## src/rtl/usb_irq_pkg.sv

```systemverilog
package usb_irq_pkg;
   localparam int ERR_W   = 4;
   localparam int STAT_W  = ERR_W + 4;
   localparam int IRQ_W   = 16;
   localparam int DMA_BIT = 8;

   typedef struct packed {
      logic             overrun;
      logic             data1;
      logic             setup;
      logic [ERR_W-1:0] err;
      logic             ok;
   } txn_stat_t;

   typedef enum logic [ERR_W-1:0] {
      ERR_NONE     = 4'h0,
      ERR_PID_CHK  = 4'h1,
      ERR_PID_UNK  = 4'h2,
      ERR_UNEXP    = 4'h3,
      ERR_TOK_CRC  = 4'h4,
      ERR_DAT_CRC  = 4'h5,
      ERR_TIMEOUT  = 4'h6,
      ERR_EARLY_EOP = 4'h8,
      ERR_NAK      = 4'h9,
      ERR_STALLED  = 4'hA,
      ERR_OVERFLOW = 4'hB,
      ERR_BITSTUFF = 4'hD,
      ERR_BAD_DPID = 4'hF
   } err_code_t;

   typedef enum logic [1:0] {
      PIN_NORMAL    = 2'd0,
      PIN_SOF_ADDED = 2'd1,
      PIN_SOF_ONLY  = 2'd2
   } pin_src_t;
endpackage

```

## src/rtl/usb_irq_event_flag.sv

```systemverilog
module usb_irq_event_flag (
   input  logic clk,
   input  logic rst_n,
   input  logic set,
   input  logic clr,
   output logic q
);
   // set has priority over a clearing read in the same cycle
   always_ff @(posedge clk or negedge rst_n) begin
      if (!rst_n)   q <= 1'b0;
      else if (set) q <= 1'b1;
      else if (clr) q <= 1'b0;
   end
endmodule

```

## src/rtl/usb_irq_ep_slot.sv

```systemverilog
module usb_irq_ep_slot
   import usb_irq_pkg::*;
#(
   parameter bit IS_IN = 1'b0
) (
   input  logic             clk,
   input  logic             rst_n,
   input  logic             wr,
   input  logic             ok,
   input  logic [ERR_W-1:0] err,
   input  logic             setup,
   input  logic             data1,
   input  logic             report_all,
   input  logic             irq_en,
   input  logic             rd,
   output txn_stat_t        stat,
   output logic             irq
);
   logic pending;
   logic setup_eff;
   logic raise;

   generate
      if (IS_IN) begin : g_in
         assign setup_eff = 1'b0;
      end else begin : g_out
         assign setup_eff = setup;
      end
   endgenerate

   assign raise = wr & (ok | report_all) & irq_en;

   always_ff @(posedge clk or negedge rst_n) begin
      if (!rst_n) begin
         stat    <= '0;
         pending <= 1'b0;
      end else if (wr) begin
         stat    <= '{overrun: pending, data1: data1, setup: setup_eff,
                      err: err, ok: ok};
         pending <= 1'b1;
      end else if (rd) begin
         stat.overrun <= 1'b0;
         pending      <= 1'b0;
      end
   end

   usb_irq_event_flag i_irq_flag (
      .clk   (clk),
      .rst_n (rst_n),
      .set   (raise),
      .clr   (rd),
      .q     (irq)
   );
endmodule

```

## src/rtl/usb_irq_pin_drv.sv

```systemverilog
module usb_irq_pin_drv
   import usb_irq_pkg::*;
#(
   parameter bit ACTIVE_LOW = 1'b1
) (
   input  logic [IRQ_W-1:0] irq_vec,
   input  logic             sof_pend,
   input  logic             sof_only,
   input  logic             sof_pin_mode,
   output logic             pin
);
   pin_src_t src;
   logic     fire;

   always_comb begin
      if (sof_only)          src = PIN_SOF_ONLY;
      else if (sof_pin_mode) src = PIN_SOF_ADDED;
      else                   src = PIN_NORMAL;
   end

   always_comb begin
      unique case (src)
         PIN_SOF_ONLY:  fire = sof_pend;
         PIN_SOF_ADDED: fire = sof_pend | (|irq_vec);
         default:       fire = |irq_vec;
      endcase
   end

   generate
      if (ACTIVE_LOW) begin : g_low
         assign pin = ~fire;
      end else begin : g_high
         assign pin = fire;
      end
   endgenerate
endmodule

```

## src/rtl/usb_irq_status_regs.sv

```systemverilog
module usb_irq_status_regs
   import usb_irq_pkg::*;
#(
   parameter int  NUM_EP         = 6,
   parameter bit  PIN_ACTIVE_LOW = 1'b1,
   localparam int EP_IDX_W       = $clog2(NUM_EP)
) (
   input  logic                clk,
   input  logic                rst_n,
   input  logic                txn_valid,
   input  logic [EP_IDX_W-1:0] txn_ep,
   input  logic                txn_ok,
   input  logic [ERR_W-1:0]    txn_err,
   input  logic                txn_setup,
   input  logic                txn_data1,
   input  logic                bus_rst_evt,
   input  logic                susp_chg_evt,
   input  logic                dma_end_evt,
   input  logic                sof_evt,
   input  logic                report_all,
   input  logic                sof_only,
   input  logic                sof_pin_mode,
   input  logic                main_out_ie,
   input  logic                main_in_ie,
   input  logic                irq_rd,
   input  logic                stat_rd,
   input  logic [EP_IDX_W-1:0] stat_rd_ep,
   output logic [IRQ_W-1:0]    irq_reg,
   output logic [STAT_W-1:0]   stat_byte,
   output logic                int_n
);
   localparam int MAIN_OUT = NUM_EP - 2;
   localparam int MAIN_IN  = NUM_EP - 1;
   localparam int NUM_DEV  = 4;   // bus reset, suspend, dma end, sof
   localparam int DEV_RST  = 0;
   localparam int DEV_SUSP = 1;
   localparam int DEV_DMA  = 2;
   localparam int DEV_SOF  = 3;

   generate
      if (NUM_EP < 2 || NUM_EP > 6 || (NUM_EP % 2) != 0) begin : g_bad_ep
         $error("NUM_EP must be even and between 2 and 6");
      end
      if (STAT_W != 8) begin : g_bad_stat
         $error("status byte must be 8 bits wide");
      end
   endgenerate

   logic [NUM_EP-1:0]        wr_sel;
   logic [NUM_EP-1:0]        rd_sel;
   logic [NUM_EP-1:0]        ep_en;
   logic [NUM_EP-1:0]        ep_irq;
   txn_stat_t                stat_arr [NUM_EP];
   logic [NUM_EP*STAT_W-1:0] stat_flat;
   logic [NUM_DEV-1:0]       dev_set;
   logic [NUM_DEV-1:0]       dev_q;

   generate
      for (genvar i = 0; i < NUM_EP; i++) begin : g_ep
         assign wr_sel[i] = txn_valid && (txn_ep == EP_IDX_W'(i));
         assign rd_sel[i] = stat_rd && (stat_rd_ep == EP_IDX_W'(i));
         if (i == MAIN_OUT) begin : g_en_out
            assign ep_en[i] = main_out_ie;
         end else if (i == MAIN_IN) begin : g_en_in
            assign ep_en[i] = main_in_ie;
         end else begin : g_en_on
            assign ep_en[i] = 1'b1;
         end
         usb_irq_ep_slot #(.IS_IN((i % 2) == 1)) i_slot (
            .clk        (clk),
            .rst_n      (rst_n),
            .wr         (wr_sel[i]),
            .ok         (txn_ok),
            .err        (txn_err),
            .setup      (txn_setup),
            .data1      (txn_data1),
            .report_all (report_all),
            .irq_en     (ep_en[i]),
            .rd         (rd_sel[i]),
            .stat       (stat_arr[i]),
            .irq        (ep_irq[i])
         );
         assign stat_flat[i*STAT_W +: STAT_W] = stat_arr[i];
      end
   endgenerate

   assign dev_set[DEV_RST]  = bus_rst_evt;
   assign dev_set[DEV_SUSP] = susp_chg_evt;
   assign dev_set[DEV_DMA]  = dma_end_evt;
   assign dev_set[DEV_SOF]  = sof_evt;

   generate
      for (genvar d = 0; d < NUM_DEV; d++) begin : g_dev
         usb_irq_event_flag i_dev_flag (
            .clk   (clk),
            .rst_n (rst_n),
            .set   (dev_set[d]),
            .clr   (irq_rd),
            .q     (dev_q[d])
         );
      end
   endgenerate

   always_comb begin
      irq_reg                = '0;
      irq_reg[NUM_EP-1:0]    = ep_irq;
      irq_reg[NUM_EP]        = dev_q[DEV_RST];
      irq_reg[NUM_EP+1]      = dev_q[DEV_SUSP];
      irq_reg[DMA_BIT]       = dev_q[DEV_DMA];
   end

   always_comb begin
      stat_byte = '0;
      for (int i = 0; i < NUM_EP; i++) begin
         if (stat_rd_ep == EP_IDX_W'(i)) stat_byte = stat_arr[i];
      end
   end

   usb_irq_pin_drv #(.ACTIVE_LOW(PIN_ACTIVE_LOW)) i_pin (
      .irq_vec      (irq_reg),
      .sof_pend     (dev_q[DEV_SOF]),
      .sof_only     (sof_only),
      .sof_pin_mode (sof_pin_mode),
      .pin          (int_n)
   );
endmodule

```

## config.mk

```make
export PLATFORM = sky130hd
export DESIGN_NAME = usb_irq_status_regs
export DESIGN_NICKNAME = d
export VERILOG_FILES = /design/src/rtl/usb_irq_pkg.sv /design/src/rtl/usb_irq_event_flag.sv /design/src/rtl/usb_irq_ep_slot.sv /design/src/rtl/usb_irq_pin_drv.sv /design/src/rtl/usb_irq_status_regs.sv
export SDC_FILE = /design/constraint.sdc
export NUM_CORES = 1
export LEC_CHECK = 0
export CAP_MARGIN = 20
export CORE_UTILIZATION = 58
export CTS_CLUSTER_SIZE = 20
export DETAILED_ROUTE_END_ITERATION = 6
export GPL_ROUTABILITY_DRIVEN = 1
export GPL_TIMING_DRIVEN = 0
export PLACE_DENSITY = 0.95
export SYNTH_ARGS = -nofsm -noshare
export SYNTH_HDL_FRONTEND = slang
export SYNTH_HIERARCHICAL = 1
export SYNTH_SLANG_ARGS = --single-unit
```

## constraint.sdc

```tcl
create_clock -name clk -period 1.8 [get_ports clk]
set_input_delay 0.36 -clock clk [delete_from_list [all_inputs] [get_ports clk]]
set_output_delay 0.36 -clock clk [all_outputs]
set_load 0.02 [all_outputs]
```

### Word level (Yosys, flattened, before mapping)

Index checks and enable logic that the tools add are counted.

* output and inout bits: 25
* bits in registers: 61
* word-level logic and storage cells: 135
* input bits: 27

* reduce and logical (&&, ||, !) cells: 31
* equal/unequal tests: 12
* bitwise logic cells: 11
* muxes and demuxes: 38

Operator list (count)
* 8-bit 2-to-1 mux: 6
* 2-bit nonzero test: 16
* 1-bit 2-to-1 mux: 30
* 3-bit by 2-bit equality test with 1-bit output (second input constant): 4
* 3-bit equality test (second input constant): 4
* 1-bit logical AND: 12
* 9-bit OR reduction: 1
* 1-bit AND: 8
* 3-bit by 1-bit equality test with 1-bit output (second input constant): 2
* 3-bit zero test: 2
* 2-bit by 1-bit equality test with 1-bit output (second input constant): 1
* 2-bit equality test (second input constant): 1
* 2-bit 2-to-1 mux: 1
* 1-bit OR: 2
* 1-bit one-hot mux with 2 select lines: 1
* 1-bit inverter: 1

### Longest topological paths before layout

Gate-level depths: netlist of the first run.

* depth in word-level cells: 7
* mapped depth: 6

### Cells and area by module

The synthesis of the first run kept the hierarchy.

Modules (own cells, without submodules)
* usb_irq_ep_slot (g_ep[0].i_slot ...): cells an instance 22, times used 3, sequential area each 225.2 µm², area an instance 375.4 µm²
* usb_irq_ep_slot (g_ep[1].i_slot ...): cells an instance 22, times used 3, sequential area each 200.2 µm², area an instance 349.1 µm²
* usb_irq_status_regs: cells an instance 87, times used 1, sequential area each 0.0 µm², area an instance 623.1 µm²
* usb_irq_event_flag: cells an instance 3, times used 10, sequential area each 25.0 µm², area an instance 36.3 µm²
* usb_irq_pin_drv: cells an instance 7, times used 1, sequential area each 0.0 µm², area an instance 57.6 µm²

### Least setup slack after synthesis of the first run

No wires, ideal clock.

* path type: input-to-output
* from: input port stat_rd_ep[0]
* to: output port stat_byte[2]
* path slack: 0.273 ns
* data arrival time: 1.167 ns
* stages: 4
* path through: buf_2 nand3b_1 o21a_1 o221ai_1

* word-level cells in the longest chain between the ends: 7
* elaborated cells between the ends (all ways): 12
* those cells by class: 5 x eq/ne; 6 x mux; 1 x reduce/logical

RTL lines
* start: declaration: RTL line usb_irq_status_regs.sv:27 `input logic [EP_IDX_W-1:0] stat_rd_ep,`
* 3-bit zero test: RTL line usb_irq_status_regs.sv:115 `if (stat_rd_ep == EP_IDX_W'(i)) stat_byte = stat_arr[i];`
* 8-bit 2-to-1 mux (5 in a row): RTL line usb_irq_status_regs.sv:115
* 8-bit 2-to-1 mux (*): RTL line usb_irq_status_regs.sv:115
* end: declaration: RTL line usb_irq_status_regs.sv:29 `output logic [STAT_W-1:0] stat_byte,`

Every way passes the cells marked *; elsewhere a longest branch is shown, timed or not.

### Worst setup path in the final report of the first run

* from: register g_ep[1].i_slot.i_irq_flag.q
* to: output port int_n

* word-level cells in the longest chain between the ends: 4

RTL lines
* start: declaration: RTL line usb_irq_event_flag.sv:6 `output logic q`
* start signal: assignment: RTL line usb_irq_event_flag.sv:10 `if (!rst_n) q <= 1'b0;`
* start signal: assignment: RTL line usb_irq_event_flag.sv:11 `else if (set) q <= 1'b1;`
* start signal: assignment: RTL line usb_irq_event_flag.sv:12 `else if (clr) q <= 1'b0;`
* 9-bit OR reduction (*): RTL line usb_irq_pin_drv.sv:24, usb_irq_pin_drv.sv:25
* 1-bit OR: RTL line usb_irq_pin_drv.sv:24 `PIN_SOF_ADDED: fire = sof_pend | (|irq_vec);`
* 1-bit one-hot mux with 2 select lines (*): RTL line usb_irq_pin_drv.sv:22 `unique case (src)`
* 1-bit inverter (*): RTL line usb_irq_pin_drv.sv:31 `assign pin = ~fire;`
* end: declaration: RTL line usb_irq_status_regs.sv:30 `output logic int_n`

Marks and branches as above.

==> results of run 1 <==
critical path: cells and delay by family (launching register included):
family / cells / cell delay, ns
flip-flops: 1 / 0.40
AO/OA/AOI/OAI: 1 / 0.14
buffers and inverters: 1 / 0.15
AND/OR/NAND/NOR: 2 / 0.41
registers in the layout, summed over array words and instances, names as in the netlist:
name / flops
g_ep.i_slot/stat: 45
g_ep.i_slot/i_irq_flag/q: 6
g_ep.i_slot/pending: 6
g_dev.i_dev_flag/q: 4
repair_timing:
action | 4_1_cts | 5_1_grt
setup endpoints to repair | 14 | 17
buffers inserted | 1 | 0
pin swaps | 4 | 1
gates cloned | 1 | 0
gates resized for setup | 74 | 5
hold endpoints to repair | 0 | 0
placed cells by master (no fill, tap or decap), types with 6 or more instances in the layout:
cell,Yosys,layout
a21o_1,10,10
a21o_2,6,6
buf_2,3,7
buf_4,13,21
buf_6,7,9
clkbuf_8,0,11
clkdlybuf4s50_1,0,27
conb_1,5,21
dfrtp_1,61,61
inv_1,16,16
mux2_4,36,36
mux2i_1,16,16
nand2_1,11,11
nand3b_1,8,8
nor2_1,6,6
o211a_1,6,6
o21a_1,9,9
how the worst max path moves through the flow:
stage / startpoint / slack [ns] / depth (start not counted) / endpoint
after detailed placement: stat_rd_ep[1] / -0.89 / 6 / stat_byte[7]
after global routing: g_ep[1].i_slot/i_irq_flag/q / -0.07 / 4 / int_n
after CTS: g_dev[2].i_dev_flag/q / -0.006 / 4 / int_n
after global placement: rst_n / -1.51 / 1 / g_dev[3].i_dev_flag/q
after floorplan: stat_rd_ep[0] / 0.27 / 4 / stat_byte[2]
final: g_ep[1].i_slot/i_irq_flag/q / -0.005 / 4 / int_n
kinds of logic (layout without fill, tap and decap cells):
kind of cell | Yosys count | after routing | share of synthesized area
mux | 55 | 55 | 0.228
compound gates | 46 | 46 | 0.121
flops | 61 | 61 | 0.475
buf+inv | 43 | 103 | 0.0828
simple gates | 46 | 46 | 0.0871
other cells | 5 | 21 | 0.00583
routing by layer:
metal  GRT usage  up-vias  share of wire
li1            -     1016              -
met1       0.342     1131           0.43
met2       0.435       67           0.50
met3      0.0898       10          0.057
met4      0.0673        0         0.0075
met5           0        -              0
area by class of cell:
class,instances,area [sq um],area share
repair buffers,47,428,0.107
clock inverters,2,10.0,0.00249
flip-flops and latches,61,1530,0.380
inverters,16,60.1,0.0150
multi-input cells,168,1530,0.381
plain buffers,25,225,0.0561
well taps,70,87.6,0.0218
clock buffers,13,149,0.0371
stage by stage:
step / cells / total power, uW / hold slack (ns) / area [sq um] / utilization
floorplan: 272 / 2440 / 0.0644 / 3280 / -
global placement: 386 / 2750 / 0.467 / 3800 / 0.726
detailed placement: 387 / 2810 / 0.443 / 3820 / 0.729
CTS: 402 / 3840 / 0.0734 / 4010 / 0.765
global route: 402 / 4010 / 0.113 / 4020 / 0.767
finish: 402 / 3840 / 0.0711 / 4020 / 0.767
power by group through the flow:
stage | Sequential (uW) | Clock [uW] | Combinational [uW]
6_report | 1840 | 1040 | 960
5_1_grt | 1860 | 1120 | 1030
4_1_cts | 1830 | 1060 | 957
3_5_place_dp | 1840 | 0 | 965
3_3_place_gp | 1820 | 0 | 926
2_1_floorplan | 1810 | 0 | 625
==> out/metrics.csv, run 1 <==
stage;metric;value;unit
placement;GP Congestion;0.768;
setup_path;slowest stage delay, CP;0.40;ns
yosys;top cells by area, synth;dfrtp_1 (47%), mux2_4 (17%), mux2i_1 (5.0%);
setup_path;RR Startpoint;g_dev[2].i_dev_flag/q;
setup_path;Critical Path, Cell by Cell;nor4_2 > a41oi_1 > nor2_1 > buf_4;
floorplan;Starting Density;0.614;
cts;CTS Buf Count;9;
yosys;most instantiated cells after synthesis;dfrtp_1 (61), mux2_4 (36), inv_1 (16), mux2i_1 (16), buf_4 (13);
min_path;hold crit path type;in -> async;
setup_path;r2r setup slk;0.98;ns
placement;DPL Wire Length;4.74;mm
cts;CTS tree;yes;
sta;endpoints failing setup;1;
sta;Final Skew;0.00824;ns
yosys;Synth area leader;dfrtp_1;
floorplan;die area;5850;sq um
finish;Fill cells;328;
floorplan;io pins;52;
yosys;most frequent cell after synthesis;dfrtp_1;
cts;CTS sink count;61;
yosys;Mapped Avg Cell Area;12.6;sq um
floorplan;Core Area;5240;sq um
yosys;Synth Flop Type;dfrtp_1;
setup_path;Crit Path Max Fanout;3;
floorplan;FP Rows;26;
route;via/cell ratio;5.53;
sta;Final Hold Viols;0;
cts;hold bufs inserted after CTS;0;
setup_path;Critical Path Start Type;flip-flop;
route;via count;2224;
sta;final worst path period share;1.00;
yosys;Async S/R FF share, synth;1.00;
power;Net Sw Power;1090;uW
floorplan;die width;76.5;microns
yosys;Synth Register Bits;61;
sta;Final TNS setup;-0.00500;ns
setup_path;kind of critical path;reg -> out;
yosys;synthesized netlist cell count;256;
power;Pleak;0.00197;uW
yosys;top cell type's share of synthesized area;0.475;
grt;GR Overflow Total;0;
grt;vias in the first global route;2323;
cts;CTS Root Cell;clkbuf_8;
route;initial DRC count;125;
cts;Reg clk slew, reported paths;0.06;ns
run_status;status;complete, but fails checks;
grt;pin count of the biggest net entering global routing;32;
placement;PortBufs;44;
power;Clk pwr share;0.271;
run_status;failing checks;setup timing;
finish;Final Net Count;355;
route;WL/cell;17.6;microns
grt;GRT Util Overall;0.267;
sta;RSZ-0062 raised after global routing;true;
setup_path;Req. time, crit path;1.44;ns
power;sequential share of power;0.478;
finish;number of antenna diodes;0;
floorplan;Die H;76.5;microns
route;remaining routing DRC violations;0;
power;Peak VDD IR;749;uV
grt;initial antenna violation count;0;
setup_path;CP endpoint kind;output pin;
cts;Skew-Pair Late Insertion Delay;0.34;ns
yosys;synth unique cells;32;
placement;dpl ws;-0.893;ns
yosys;YS warnings;6;
route;final WL;7.09;mm
sta;final worst setup slack;-0.00500;ns
route;Initial DRT Pass Iterations;5;
finish;area added between synthesis and finish;24.8;%
power;internal power;2750;uW
setup_path;Worst R2R End;g_dev[2].i_dev_flag/q;
power;Logic pwr share;0.250;
sta;Slew HR;0.522;
route;DRT antenna net count;0;
finish;share of cells above drive strength 1;0.343;
cts;Max clock buf depth;2;
power;switch share;0.284;
yosys;EDFF count, synth;0;
sta;slew at the pin closest to its max-slew limit;0.717;ns
job;max-cap violation count;0;
sta;fin crit period;1.81;ns
cts;CTS H-tree depth;3;
setup_path;R2R depth;2;
power;Pwr Density;956;nW/um^2
grt;first-pass GRT wire length;11.8;mm
setup_path;Critical Path AT;1.45;ns
sta;Slew Viols, Final;0;
sta;FMAX;554;MHz
yosys;Seq/Total Area, Yosys;0.475;
yosys;Syn Std Cell Area;3220;sq um
setup_path;slowest CP cell;dfrtp_1;
(Power assumes the default switching activity.)
==> run 2: changes to the inputs <==
Settings changed: MAX_ROUTING_LAYER set to met4.
==> run 2 against run 1 <==
  * Maximum frequency up 1.5%
  * Largest power group unchanged
  * Total power about the same
  * Die area unchanged
  * Via count up 0.13%
  * Cell count unchanged
  * Worst hold slack better by 0.0041 ns
  * Critical path type unchanged
  * Non-clock buffer count unchanged
  * The run now ends clean
  * Global-route usage up 0.87 points
  * Combinational power about the same
==> out/metrics.csv, run 2 (synthesis gave the netlist of run 1 again) <==
stage;metric;value;unit;change
run_status;status;finished, final reports clean;;
cts;Skew-Pair Late Insertion Delay;0.34;ns;about the same
sta;endpoints failing setup;0;;-1
power;Peak VDD IR;755;uV;+0.81%
finish;number of antenna diodes;0;;unchanged
power;Pwr Density;956;nW/um^2;about the same
power;Pleak;0.00195;uW;-0.70%
placement;dpl ws;-0.893;ns;unchanged
sta;FMAX;563;MHz;+1.5%
finish;most frequent cells in the layout;dfrtp_1 (61), mux2_4 (36), clkdlybuf4s50_1 (28);;
cts;hold bufs inserted after CTS;0;;unchanged
setup_path;Worst R2R End;g_dev[2].i_dev_flag/q;;
route;remaining routing DRC violations;0;;unchanged
sta;final worst path period share;0.988;;-0.0152
route;via count;2227;;+0.13%
floorplan;FP Rows;26;;unchanged
placement;GP Congestion;0.778;;+1.3%
finish;most common cell after layout, fill and taps aside;dfrtp_1;;
grt;first-pass GRT wire length;11.8;mm;+0.24%
floorplan;Core Area;5240;sq um;unchanged
placement;PortBufs;44;;unchanged
cts;CTS tree;yes;;
grt;met1 Usage GRT;0.344;;+0.00238
grt;met2 GRT Util;0.436;;+0.000901
finish;Reg with most FFs;g_ep.i_slot/stat;;
setup_path;Critical Path AT;1.42;ns;-0.03 ns
placement;dpl cells;387;;unchanged
floorplan;io pins;52;;unchanged
job;max-cap violation count;0;;unchanged
setup_path;R2R depth;2;;unchanged
sta;RSZ-0062 raised after global routing;true;;
cts;CTS sink count;61;;unchanged
grt;GR peak layer;met2;;
sta;Final Hold Viols;0;;unchanged
cts;CTS Root Cell;clkbuf_8;;
route;final WL;7.09;mm;+0.13%
sta;slew at the pin closest to its max-slew limit;0.726;ns;+0.00919 ns
grt;initial antenna violation count;0;;unchanged
sta;Hold Slack;0.0752;ns;+0.00409 ns
finish;number of flip-flops in the largest register;45;;unchanged
setup_path;Req. time, crit path;1.44;ns;about the same
placement;DPL Wire Length;4.74;mm;unchanged
sta;Final Skew;0.00870;ns;+0.000453 ns
route;WL/cell;17.6;microns;+0.13%
finish;share of cells above drive strength 1;0.343;;unchanged
finish;Post-Layout Cell Count;402;;unchanged
setup_path;CP endpoint kind;output pin;;
route;initial DRC count;101;;-19%
setup_path;critical path endpoint;int_n;;
floorplan;die area;5850;sq um;unchanged
floorplan;die width;76.5;microns;unchanged
sta;Slew HR;0.516;;-0.00613
route;Initial DRT Pass Iterations;4;;-1
sta;final worst setup slack;0.0223;ns;+0.0273 ns
grt;pin count of the biggest net entering global routing;32;;unchanged
setup_path;Crit Path Max Fanout;3;;unchanged
cts;CTS H-tree depth;3;;unchanged
cts;CTS Buf Count;9;;unchanged
setup_path;CP Launch Point;g_ep[1].i_slot/i_irq_flag/q;;
floorplan;Starting Density;0.614;;unchanged
route;DRT antenna net count;0;;unchanged
setup_path;r2r setup slk;0.98;ns;about the same
finish;Final Net Count;355;;unchanged
finish;Largest regs;g_ep.i_slot/stat x45, g_ep.i_slot/i_irq_flag/q x6, g_ep.i_slot/pending x6;;
setup_path;kind of critical path;reg -> out;;
placement;Post-DP Area;3820;sq um;unchanged
setup_path;Critical Path Start Type;flip-flop;;
finish;area added between synthesis and finish;24.7;%;about the same
finish;final instance area;4010;sq um;about the same
route;via/cell ratio;5.54;;+0.13%
sta;fin crit period;1.78;ns;-0.0273 ns
grt;vias in the first global route;2319;;-0.17%
floorplan;Die H;76.5;microns;unchanged
grt;GR Overflow Total;0;;unchanged
finish;Final Core Density;0.766;;about the same
grt;GR Util met3;0.0886;;-0.00120
min_path;hold crit path type;in -> async;;
setup_path;RR Startpoint;g_dev[2].i_dev_flag/q;;
cts;Max clock buf depth;2;;unchanged
cts;Reg clk slew, reported paths;0.07;ns;about the same
grt;GRT Util Overall;0.276;;+0.00869
sta;Slew Viols, Final;0;;unchanged
## run 2: layout make-up
type / instances / area [sq um]
inverter: 16 / 60.1
clock inverter: 2 / 10.0
fill: 328 / 1220
tap: 70 / 87.6
sequential: 61 / 1530
multi-input combinational: 168 / 1530
timing repair buffer: 47 / 425
buffer: 25 / 225
clock buffer: 13 / 149
## run 2: per-stage QoR
step                total power (uW)   TNS, ns
floorplan                       2440         0
global placement                2750   -106.81
detailed placement              2810    -16.66
CTS                             3840  -0.00874
global route                    4020   -0.0741
finish                          3840         0
## run 2: worst min-delay path by stage
stage	from	endpoint	slack [ns]
6_report	rst_n	g_ep[5].i_slot/stat[6]	0.08
5_1_grt	rst_n	g_ep[3].i_slot/stat[1]	0.12
4_1_cts	rst_n	g_ep[1].i_slot/stat[1]	0.07
3_5_place_dp	rst_n	g_ep[3].i_slot/stat[1]	0.44
3_3_place_gp	g_dev[3].i_dev_flag/q	g_dev[3].i_dev_flag/q	0.47
2_1_floorplan	rst_n	g_dev[0].i_dev_flag/q	0.06
## run 2: critical path, stage by stage (launching register included)
cell and delay, ns:
dfrtp_1 0.40, nor4_2 0.29, a41oi_1 0.13, nor2_1 0.10, buf_4 0.15
## run 2: repair_timing
| item | in CTS | in global routing |
|---|---|---|
| pin swaps | 4 | 1 |
| resized for setup | 74 | 4 |
| endpoints found under the setup margin | 14 | 16 |
| setup buffers | 1 | 0 |
| cloned | 1 | 0 |
## run 2: report_power, final
part / internal (uW) / switching (uW)
registers: 1650 / 187
clock network: 526 / 514
logic: 574 / 389
## run 2: layer usage
layer,up-vias,share of wire
met3,9,0.048
li1,1015,-
met5,-,0
met2,67,0.50
met1,1136,0.45
met4,0,0.0069
